<file path="config.mk">
export PLATFORM = sky130hd
export DESIGN_NAME = spi_sel_master
export DESIGN_NICKNAME = d
export VERILOG_FILES = /design/src/rtl/spi_sel_pkg.sv /design/src/rtl/spi_sel_tick.sv /design/src/rtl/spi_sel_ctrl.sv /design/src/rtl/spi_sel_shift.sv /design/src/rtl/spi_sel_master.sv
export SDC_FILE = /design/constraint.sdc
export NUM_CORES = 1
export LEC_CHECK = 0
export BUFFER_PORTS_ARGS = -buffer_cell sky130_fd_sc_hd__clkbuf_2
export CAP_MARGIN = 25
export CELL_PAD_IN_SITES_DETAIL_PLACEMENT = 1
export CELL_PAD_IN_SITES_GLOBAL_PLACEMENT = 2
export CORE_MARGIN = 2
export CORE_UTILIZATION = 32
export DETAILED_ROUTE_END_ITERATION = 7
export PLACE_DENSITY = 0.8
export SLEW_MARGIN = 30
export SYNTH_ARGS = -nofsm -noshare
export SYNTH_HDL_FRONTEND = slang
export SYNTH_SLANG_ARGS = --single-unit
</file>
<file path="constraint.sdc">
create_clock -name clk -period 2.6 [get_ports clk]
set_clock_uncertainty 0.2 [all_clocks]
set_input_delay 0.52 -clock clk [delete_from_list [all_inputs] [get_ports clk]]
set_output_delay 0.52 -clock clk [all_outputs]
set_load 0.01 [all_outputs]
</file>
<file path="src/rtl/spi_sel_pkg.sv">
package spi_sel_pkg;

   typedef enum logic [2:0] {
      ST_OFF,     // select undriven, release counter running
      ST_ON,      // select low, waiting for a frame
      ST_SHIFT,   // SCLK edges in progress
      ST_TAIL,    // half period after the final edge
      ST_GAP      // select high between frames (pulse mode)
   } sel_state_t;

endpackage

</file>
<file path="src/rtl/spi_sel_tick.sv">
module spi_sel_tick #(
   parameter int DIV_W = 8
) (
   input  logic             clk,
   input  logic             rst_n,
   input  logic             run,
   input  logic [DIV_W-1:0] half_div,
   output logic             tick
);

   logic [DIV_W-1:0] cnt;
   logic [DIV_W-1:0] lim;

   assign lim  = (half_div == '0) ? DIV_W'(1) : half_div;
   assign tick = run && (cnt == lim - DIV_W'(1));

   always_ff @(posedge clk or negedge rst_n) begin
      if (!rst_n)    cnt <= '0;
      else if (!run) cnt <= '0;
      else if (tick) cnt <= '0;
      else           cnt <= cnt + DIV_W'(1);
   end

endmodule

</file>
<file path="src/rtl/spi_sel_ctrl.sv">
module spi_sel_ctrl
   import spi_sel_pkg::*;
#(
   parameter int FRAME_W = 8,
   parameter int GAP_W   = 4
) (
   input  logic             clk,
   input  logic             rst_n,
   input  logic             en,
   input  logic             pulse_mode,
   input  logic             cpha,
   input  logic [GAP_W-1:0] min_off,
   input  logic             tick,
   input  logic             buf_full,
   output sel_state_t       state,
   output logic             ph,
   output logic             run,
   output logic             load,
   output logic             do_shift,
   output logic             do_sample,
   output logic             last_sample
);

   localparam int EDGES = 2 * FRAME_W;
   localparam int EC_W  = $clog2(EDGES);
   localparam logic [EC_W-1:0] LAST_EDGE = EC_W'(EDGES - 1);

   sel_state_t       nxt;
   logic [EC_W-1:0]  edge_cnt;
   logic [GAP_W-1:0] off_cnt;
   logic             shift_tick;
   logic             leading;
   logic             samp_edge;

   assign run        = (state == ST_SHIFT) || (state == ST_TAIL) || (state == ST_GAP);
   assign load       = (state == ST_ON) && en && buf_full;
   assign shift_tick = (state == ST_SHIFT) && tick;
   assign leading    = ~edge_cnt[0];
   assign samp_edge  = leading ^ cpha;

   assign do_sample   = shift_tick && samp_edge;
   assign do_shift    = shift_tick && !samp_edge
                        && !(!cpha && edge_cnt == LAST_EDGE)
                        && !(cpha && edge_cnt == '0);
   assign last_sample = do_sample && (edge_cnt[EC_W-1:1] == (EC_W-1)'(FRAME_W - 1));

   always_comb begin
      nxt = state;
      unique case (state)
         ST_OFF:   if (en && off_cnt >= min_off) nxt = ST_ON;
         ST_ON:    if (!en) nxt = ST_OFF;
                   else if (buf_full) nxt = ST_SHIFT;
         ST_SHIFT: if (tick && edge_cnt == LAST_EDGE) nxt = ST_TAIL;
         ST_TAIL:  if (tick) begin
                      if (!en)                          nxt = ST_OFF;
                      else if (pulse_mode && buf_full)  nxt = ST_GAP;
                      else                              nxt = ST_ON;
                   end
         ST_GAP:   if (tick && edge_cnt[0]) nxt = ST_ON;
         default:  nxt = ST_OFF;
      endcase
   end

   always_ff @(posedge clk or negedge rst_n) begin
      if (!rst_n) begin
         state    <= ST_OFF;
         edge_cnt <= '0;
         ph       <= 1'b0;
         off_cnt  <= '0;
      end else begin
         state <= nxt;
         if (state != ST_OFF)      off_cnt <= '0;
         else if (off_cnt != '1)   off_cnt <= off_cnt + GAP_W'(1);
         if (state == ST_OFF) begin
            ph       <= 1'b0;
            edge_cnt <= '0;
         end else if (shift_tick) begin
            ph       <= ~ph;
            edge_cnt <= (edge_cnt == LAST_EDGE) ? '0 : edge_cnt + EC_W'(1);
         end else if (state == ST_GAP && tick) begin
            edge_cnt <= edge_cnt[0] ? '0 : EC_W'(1);
         end
      end
   end

endmodule

</file>
<file path="src/rtl/spi_sel_shift.sv">
module spi_sel_shift #(
   parameter int FRAME_W   = 8,
   parameter bit MSB_FIRST = 1'b1
) (
   input  logic               clk,
   input  logic               rst_n,
   input  logic               flush,
   input  logic               wr_ok,
   input  logic [FRAME_W-1:0] wr_data,
   input  logic               load,
   input  logic               do_shift,
   input  logic               do_sample,
   input  logic               last_sample,
   input  logic               rd,
   input  logic               miso,
   output logic               buf_full,
   output logic               mosi,
   output logic [FRAME_W-1:0] rx_data,
   output logic               rx_valid
);

   logic [FRAME_W-1:0] hold_q;
   logic [FRAME_W-1:0] tx_sh;
   logic [FRAME_W-1:0] rx_sh;
   logic [FRAME_W-1:0] tx_nxt;
   logic [FRAME_W-1:0] rx_nxt;

   generate
      if (MSB_FIRST) begin : g_msb
         assign mosi   = tx_sh[FRAME_W-1];
         assign tx_nxt = {tx_sh[FRAME_W-2:0], 1'b0};
         assign rx_nxt = {rx_sh[FRAME_W-2:0], miso};
      end else begin : g_lsb
         assign mosi   = tx_sh[0];
         assign tx_nxt = {1'b0, tx_sh[FRAME_W-1:1]};
         assign rx_nxt = {miso, rx_sh[FRAME_W-1:1]};
      end
   endgenerate

   always_ff @(posedge clk or negedge rst_n) begin
      if (!rst_n) begin
         buf_full <= 1'b0;
         hold_q   <= '0;
         tx_sh    <= '0;
         rx_sh    <= '0;
         rx_data  <= '0;
         rx_valid <= 1'b0;
      end else begin
         if (flush || load) buf_full <= 1'b0;
         else if (wr_ok) begin
            buf_full <= 1'b1;
            hold_q   <= wr_data;
         end
         if (load)          tx_sh <= hold_q;
         else if (do_shift) tx_sh <= tx_nxt;
         if (do_sample)     rx_sh <= rx_nxt;
         if (last_sample) begin
            rx_data  <= rx_nxt;
            rx_valid <= 1'b1;
         end else if (rd) begin
            rx_valid <= 1'b0;
         end
      end
   end

endmodule

</file>
<file path="src/rtl/spi_sel_master.sv">
module spi_sel_master
   import spi_sel_pkg::*;
#(
   parameter int FRAME_W   = 8,
   parameter int DIV_W     = 8,
   parameter int GAP_W     = 4,
   parameter bit MSB_FIRST = 1'b1
) (
   input  logic               clk,
   input  logic               rst_n,
   input  logic               en,
   input  logic               pulse_mode,
   input  logic               cpol,
   input  logic               cpha,
   input  logic [DIV_W-1:0]   half_div,
   input  logic [GAP_W-1:0]   min_off,
   input  logic [FRAME_W-1:0] tx_data,
   input  logic               tx_wr,
   output logic               tx_ready,
   output logic [FRAME_W-1:0] rx_data,
   output logic               rx_valid,
   input  logic               rx_rd,
   output logic               busy,
   output logic               sclk,
   output logic               mosi,
   input  logic               miso,
   output logic               nss_o,
   output logic               nss_oe
);

   generate
      if (FRAME_W < 2) begin : g_bad_frame
         $error("spi_sel_master: FRAME_W must be 2 or more");
      end
      if (DIV_W < 1) begin : g_bad_div
         $error("spi_sel_master: DIV_W must be 1 or more");
      end
      if (GAP_W < 1) begin : g_bad_gap
         $error("spi_sel_master: GAP_W must be 1 or more");
      end
   endgenerate

   sel_state_t state;
   logic ph, run, tick, load, do_shift, do_sample, last_sample, buf_full, live;

   assign live     = (state != ST_OFF);
   assign tx_ready = en && live && !buf_full;
   assign busy     = run || (buf_full && live);
   assign nss_oe   = live;
   assign nss_o    = (state == ST_GAP) || (state == ST_OFF);
   assign sclk     = cpol ^ ph;

   spi_sel_tick #(.DIV_W(DIV_W)) u_tick (
      .clk(clk), .rst_n(rst_n), .run(run), .half_div(half_div), .tick(tick)
   );

   spi_sel_ctrl #(.FRAME_W(FRAME_W), .GAP_W(GAP_W)) u_ctrl (
      .clk(clk), .rst_n(rst_n), .en(en), .pulse_mode(pulse_mode), .cpha(cpha),
      .min_off(min_off), .tick(tick), .buf_full(buf_full), .state(state),
      .ph(ph), .run(run), .load(load), .do_shift(do_shift),
      .do_sample(do_sample), .last_sample(last_sample)
   );

   spi_sel_shift #(.FRAME_W(FRAME_W), .MSB_FIRST(MSB_FIRST)) u_shift (
      .clk(clk), .rst_n(rst_n), .flush(!live), .wr_ok(tx_wr && tx_ready),
      .wr_data(tx_data), .load(load), .do_shift(do_shift),
      .do_sample(do_sample), .last_sample(last_sample), .rd(rx_rd),
      .miso(miso), .buf_full(buf_full), .mosi(mosi), .rx_data(rx_data),
      .rx_valid(rx_valid)
   );

endmodule

</file>
==> flow_summary.json, run 1 <==
{
  "r2r_slack_ns": 0.05,
  "grt.busiest_layer": "met2",
  "multi_input_area_sq_mm": 0.00167,
  "avgSynthCellArea_sq_um": 10.1,
  "grtUsageMet1_pct": 20.6,
  "io_buffers": 43,
  "crit_family": "simple AND/OR/NAND/NOR gates",
  "tns_ns": -8.67,
  "dp_worst_setup_slack_ns": -0.749,
  "finalNetCount": 406,
  "outcome": "complete, but fails checks",
  "grt_usage_pct": 15.3,
  "max_clock_freq_ghz": 0.344,
  "cp.required_ns": 2.60,
  "crit_path_max_fanout": 8,
  "ys_types": 46,
  "cts_root_buffer": "clkbuf_8",
  "finish.instance_area_sq_mm": 0.00383,
  "dr.pass1.iters": 4,
  "grtUsageMet3_pct": 1.99,
  "die_area_sq_mm": 0.00980,
  "drv_cap": 0,
  "hp-start": "rx_rd",
  "detail-route-antenna-nets": 0,
  "dpl-instance-area_sq_mm": 0.00350,
  "synth_flop_cell": "dfrtp_1",
  "seqCellArea_sq_mm": 0.00133,
  "grt_setup_unrepaired": "true",
  "endpoint_kind": "flip-flop",
  "place_hpwl_mm": 5.40,
  "timing.final.crit_share_pct": 112,
  "critPathMaxStageDelay_ns": 0.45,
  "violations": "negative setup slack",
  "min_to": "u_shift.rx_valid$_DFFE_PN0P_",
  "startpoint_type": "primary input",
  "cts_num_sinks": 53,
  "worst_slew_pin_slew_ns": 0.900,
  "clockBufferDepth": 2,
  "core_sq_mm": 0.00872,
  "gp_congestion": 0.758,
  "initial_core_util_pct": 33.1,
  "nFillCells": 983,
  "synth_seq_cells": 53,
  "ys_warn_count": 0,
  "numCtsBuffers": 5,
  "diodes": 0,
  "grt_max_degree": 25,
  "synthTopCellsByArea": "dfrtp_1 46%, mux2_2 9.0%, nor2_1 4.0%",
  "min_path_type": "in -> reg",
  "worst_path_max_delay_cell": "or4_4",
  "syn_to_final_growth_pct": 32.5,
  "drive_gt1_share_pct": 40.4,
  "crit_arrival_ns": 2.91,
  "die_w_microns": 99.0,
  "peakVddDrop_mv": 0.326,
  "path_class": "in -> reg",
  "setup_viol": 40,
  "finalHoldViolCount": 0,
  "wl_per_cell_microns": 14.9,
  "worstRegToRegCells": 6,
  "drt-initial-drc-count": 79,
  "syn-cell-area_sq_mm": 0.00289,
  "synthCells": 286,
  "hold_depth": 2,
  "leakage_nw": 1.83,
  "met2_usage_pct": 25.8,
  "ioPinCount": 44,
  "via_per_inst": 5.11,
  "clkLatencyLatePin_ns": 0.31,
  "die_h_microns": 99.0,
  "antenna_found_initial": 0,
  "slew_headroom_pct": 39.5,
  "wirelength_mm": 7.11,
  "rr_startpoint": "u_ctrl.state[0]$_DFFE_PN0P_",
  "crit_buf_inv": 3,
  "gr-total-overflow": 0,
  "synth_nets": 324,
  "cp_common_cell": "buf_8",
  "r2r-end": "u_shift.rx_data[6]$_DFFE_PN0P_",
  "slew_violations": 0,
  "synth_seq_area_share_pct": 45.9,
  "cts_tree": "built",
  "h-tree-depth": 2,
  "period_needed_ns": 2.91,
  "fin_total_pwr_mw": 2.59,
  "grt_pass1_vias": 2548,
  "synth_top_area_share_pct": 45.9,
  "drcViolationCount": 0,
  "clk_pin_slew_ns": 0.09,
  "yosysTopAreaCell": "dfrtp_1",
  "synth_edf_count": 0,
  "powerDensity_mw_per_mm2": 677,
  "finalWorstSetupSlack_ns": -0.310,
  "synthArstFlopShare_pct": 100,
  "vias": 2437,
  "worstPathCellList": "buf_8 -> nor4_4 -> a31oi_1 -> ha_2 -> xor2_1 -> o21ai_1 -> or4_4 -> a211oi_4 -> buf_4 -> nand3_4 -> buf_8 -> mux2i_2 -> a21oi_1",
  "num_rows": 34,
  "grt_pass1_wl_mm": 12.2
}
## per-stage QoR
step	utilization, %	hold slack (ns)	cells
2_1_floorplan	-	0.0244	286
3_3_place_gp	40.1	0.288	461
3_5_place_dp	40.1	0.297	461
4_1_cts	43.2	0.174	476
5_1_grt	43.9	0.174	477
6_report	43.9	0.178	477
## how the worst max path moves through the flow
| stage | from | to | slack, ns | cells past startpoint |
|---|---|---|---|---|
| CTS | half_div[4] | u_shift.tx_sh[6]$_DFFE_PN0P_ | -0.33 | 13 |
| floorplan | half_div[4] | u_ctrl.edge_cnt[0]$_DFFE_PN0P_ | -0.50 | 10 |
| global placement | half_div[4] | u_ctrl.edge_cnt[0]$_DFFE_PN0P_ | -0.69 | 11 |
| finish | half_div[4] | u_shift.tx_sh[1]$_DFFE_PN0P_ | -0.31 | 13 |
| global route | half_div[4] | u_shift.tx_sh[2]$_DFFE_PN0P_ | -0.46 | 13 |
| detailed placement | half_div[4] | u_ctrl.edge_cnt[0]$_DFFE_PN0P_ | -0.75 | 11 |
## final cells by class
| class | instances | area share, % |
|---|---|---|
| clock inverter | 3 | 0.556 |
| multi-input combinational | 214 | 43.7 |
| timing repair buffer | 83 | 14.7 |
| tap | 108 | 3.53 |
| clock buffer | 5 | 1.80 |
| inverter | 11 | 1.08 |
| sequential | 53 | 34.7 |
## registers in the layout (all words and copies together) (netlist names)
signal,cells
u_shift.hold_q,8
u_shift.rx_data,8
u_shift.tx_sh,8
u_tick.cnt,8
u_shift.rx_sh,7
u_ctrl.edge_cnt,4
u_ctrl.off_cnt,4
u_ctrl.state,3
u_ctrl.ph,1
u_shift.buf_full,1
u_shift.rx_valid,1
## per-layer routing
layer | wire [microns] | vias up
met5 | 0 | -
met4 | 61 | 0
met3 | 153 | 4
met2 | 3650 | 25
met1 | 3250 | 1229
li1 | - | 1179
## placed cells by master, fill, tap and decap left out, types with 8 or more instances in the layout
| master | synthesis | final |
|---|---|---|
| dfrtp_1 | 53 | 53 |
| xnor2_1 | 12 | 12 |
| a21oi_1 | 18 | 16 |
| nand2_1 | 16 | 12 |
| mux2i_1 | 10 | 9 |
| nand3_1 | 16 | 12 |
| clkbuf_2 | 0 | 42 |
| ha_1 | 9 | 8 |
| nor2_1 | 31 | 24 |
| xor2_1 | 8 | 8 |
| buf_4 | 0 | 33 |
| inv_1 | 11 | 11 |
| mux2_2 | 23 | 22 |
## synth_stat cells (all sizes together) (2+ instances only)
library cell and instances:
clkbuf 5, a21oi 18, a211oi 2, or4 2, nor2b 6, o211ai 3
nand2 16, ha 9, nor2 31, mux2i 10, and3 6, nand3b 2
buf 4, a31oi 2, nor4 2, xor2 8, dfrtp 53, nand4 3
o21ai 12, nand2b 2, nand3 18, nor3b 4, xnor2 12, o22ai 2
inv 11, nor3 6, mux2 23
## kinds of logic (layout without fill, tap and decap cells)
group / Yosys count / after routing / share of synthesized area, %
flops: 53 / 53 / 45.9
mux: 33 / 33 / 12.4
xor+xnor: 20 / 20 / 6.07
compound gates: 49 / 49 / 10.7
fa+ha+maj: 9 / 9 / 3.90
buf+inv: 20 / 102 / 2.73
simple gates: 102 / 103 / 18.2
## worst register-to-register path, cell delays in order (launching register included)
cell and delay [ns]:
dfrtp_1 0.39, buf_4 0.21, nor2_1 0.22, nand2_1 0.12, nor3_1 0.75, nand3_4 0.22
mux2_2 0.34
## repair_timing
action,4_1_cts,5_1_grt
setup buffers,5,1
gates resized for setup,31,13
endpoints found under the setup margin,40,40
pin swaps,17,7
hold buffers,1,0
endpoints found under the hold margin,5,0
gates cloned,1,0
## report_power, final
group | internal (mW) | switching (mW) | total, mW
clock network | 0.192 | 0.289 | 0.481
logic | 0.467 | 0.478 | 0.945
registers | 1.02 | 0.149 | 1.17
Note: power is estimated with default switching activity, not from simulation.
==> run 2, diff against run 1 <==
Settings changed: CORE_MARGIN 2 to not set.
==> run 2 against run 1 <==
- the flow still finishes with violations (negative setup slack)
- clock power is 0.8% lower
- largest power group unchanged
- highest routed layer unchanged
- via count down 3.2%
- non-clock buffer count is 8 lower
- cell area decreased by 3.3%
- critical endpoint is now u_ctrl.edge_cnt[0]$_DFFE_PN0P_
==> flow_summary.json, run 2 (synthesized netlist as in run 1, its figures left out) <==
{
  "wl_per_cell_microns": 14.6,
  "initial_core_util_pct": 33.1,
  "syn_to_final_growth_pct": 28.1,
  "endpoint_kind": "flip-flop",
  "swShare_pct": 35.2,
  "drt-initial-drc-count": 99,
  "grt_pass1_wl_mm": 12.0,
  "gr-total-overflow": 0,
  "internal-power_mw": 1.62,
  "vias": 2360,
  "outcome": "complete, but fails checks",
  "place_hpwl_mm": 5.08,
  "crit_path_max_fanout": 3,
  "grt_pass1_vias": 2558,
  "nFillCells": 980,
  "dr.pass1.iters": 4,
  "finalNetCount": 398,
  "timing.final.crit_share_pct": 113,
  "drv_cap": 0,
  "die_area_sq_mm": 0.00941,
  "finalWorstSetupSlack_ns": -0.328,
  "h-tree-depth": 2,
  "powerDensity_mw_per_mm2": 678,
  "leakage_nw": 1.80,
  "ioPinCount": 44,
  "detail-route-antenna-nets": 0,
  "drive_gt1_share_pct": 36.6,
  "die_w_microns": 97.0,
  "cts_tree": "built",
  "final_common_cell": "dfrtp_1",
  "grt_setup_unrepaired": "true",
  "die_h_microns": 97.0,
  "met1_length_mm": 3.10,
  "combPwrFrac_pct": 34.8,
  "finalHoldViolCount": 0,
  "power_switching_mw": 0.884,
  "mostFrequentLayoutCells": "53 x dfrtp_1, 41 x clkbuf_2, 29 x nor2_1",
  "pwr-share-seq_pct": 46.2,
  "clkLatencyLatePin_ns": 0.31,
  "core_sq_mm": 0.00872,
  "period_needed_ns": 2.93,
  "diodes": 0,
  "hold_buffers": 0,
  "crit_arrival_ns": 2.93,
  "peakVddDrop_mv": 0.310,
  "violations": "negative setup slack",
  "io_buffers": 43,
  "clk_pin_slew_ns": 0.10,
  "slew_violations": 0,
  "clockBufferDepth": 2,
  "slew_headroom_pct": 37.6,
  "seqCellArea_sq_mm": 0.00133,
  "dpl-instance-area_sq_mm": 0.00346,
  "path_class": "in -> reg",
  "drcViolationCount": 0,
  "grt_usage_pct": 15.3,
  "wl_met2_mm": 3.50,
  "numCtsBuffers": 5,
  "setup_viol": 39,
  "min_path_type": "in -> async",
  "finish.instance_area_sq_mm": 0.00370,
  "gp_congestion": 0.795,
  "max_clock_freq_ghz": 0.341,
  "dr.max_layer_used": "met4",
  "via_per_inst": 5.03,
  "clkPwrFrac_pct": 19.0,
  "finish.utilization_pct": 42.4,
  "cp.required_ns": 2.60,
  "cts_num_sinks": 53,
  "num_rows": 34,
  "multi_input_area_sq_mm": 0.00161,
  "grt_max_degree": 54,
  "antenna_found_initial": 0,
  "wirelength_mm": 6.83,
  "worst_slew_pin_slew_ns": 0.929,
  "startpoint_type": "primary input",
  "cts_root_buffer": "clkbuf_8",
  "wl_met3_microns": 156
}
-- run 2: layout make-up --
cell class                      instances  area share, %
Clock buffer                            5           1.86
Clock inverter                          3          0.575
Inverter                               11           1.12
Multi-Input combinational cell        214           43.6
Sequential cell                        53           35.8
Tap cell                              108           3.65
Timing Repair Buffer                   75           13.4
-- run 2: repair_timing --
item / in CTS / in global routing
cloned: 1 / 0
setup endpoints to repair: 40 / 40
buffers inserted: 2 / 1
gates resized for setup: 19 / 14
pin swaps: 16 / 9
-- run 2: power by group through the flow --
stage	registers [mW]	clock network, mW	logic [mW]
CTS	1.16	0.493	0.857
floorplan	1.15	0	0.555
global route	1.19	0.523	0.981
detailed placement	1.18	0	0.825
finish	1.16	0.477	0.872
global placement	1.17	0	0.801
-- run 2: through the flow --
step                      power [mW]  TNS, ns  setup slack, ns  std cells  hold slack, ns
after detailed placement        2.00   -26.46           -0.775        457           0.296
final                           2.51    -8.51           -0.328        469           0.132
after global routing            2.70   -12.87           -0.437        469           0.173
after floorplan                 1.70   -13.05           -0.503        286          0.0244
after global placement          1.97   -23.59           -0.683        457           0.287
after CTS                       2.51    -9.54           -0.329        468           0.157
-- run 2: path summary, 6_finish.rpt --
kind | start | to | slack, ns | cells after the start
setup / recovery | half_div[3] | u_ctrl.edge_cnt[0]$_DFFE_PN0P_ | -0.33 | 11
hold reg to reg | u_shift.hold_q[0]$_DFFE_PN0P_ | u_shift.hold_q[0]$_DFFE_PN0P_ | 0.31 | 1
hold / removal | rst_n | u_shift.rx_sh[0]$_DFFE_PN0P_ | 0.13 | 2
setup reg to reg | u_ctrl.state[0]$_DFFE_PN0P_ | u_shift.rx_data[3]$_DFFE_PN0P_ | 0.03 | 6
min in group clk | rx_rd | u_shift.rx_valid$_DFFE_PN0P_ | 0.18 | 2
max in group asynchronous | rst_n | u_ctrl.off_cnt[1]$_DFFE_PN0P_ | 1.64 | 2
-- run 2: critical path, stage by stage --
cell and delay (ns):
buf_8 0.10, nor4_4 0.28, a31oi_1 0.13, ha_2 0.34
xor2_1 0.13, o21ai_1 0.08, or4_4 0.45, a211oi_4 0.20
nand3b_1 0.16, a21o_1 0.21, a221o_1 0.33
-- run 2: per-layer routing --
metal | global-route usage [%] | vias to the layer above
li1 | - | 1159
met1 | 21.0 | 1158
met2 | 25.9 | 33
met3 | 2.24 | 10
met4 | 2.64 | 0
met5 | 0 | -
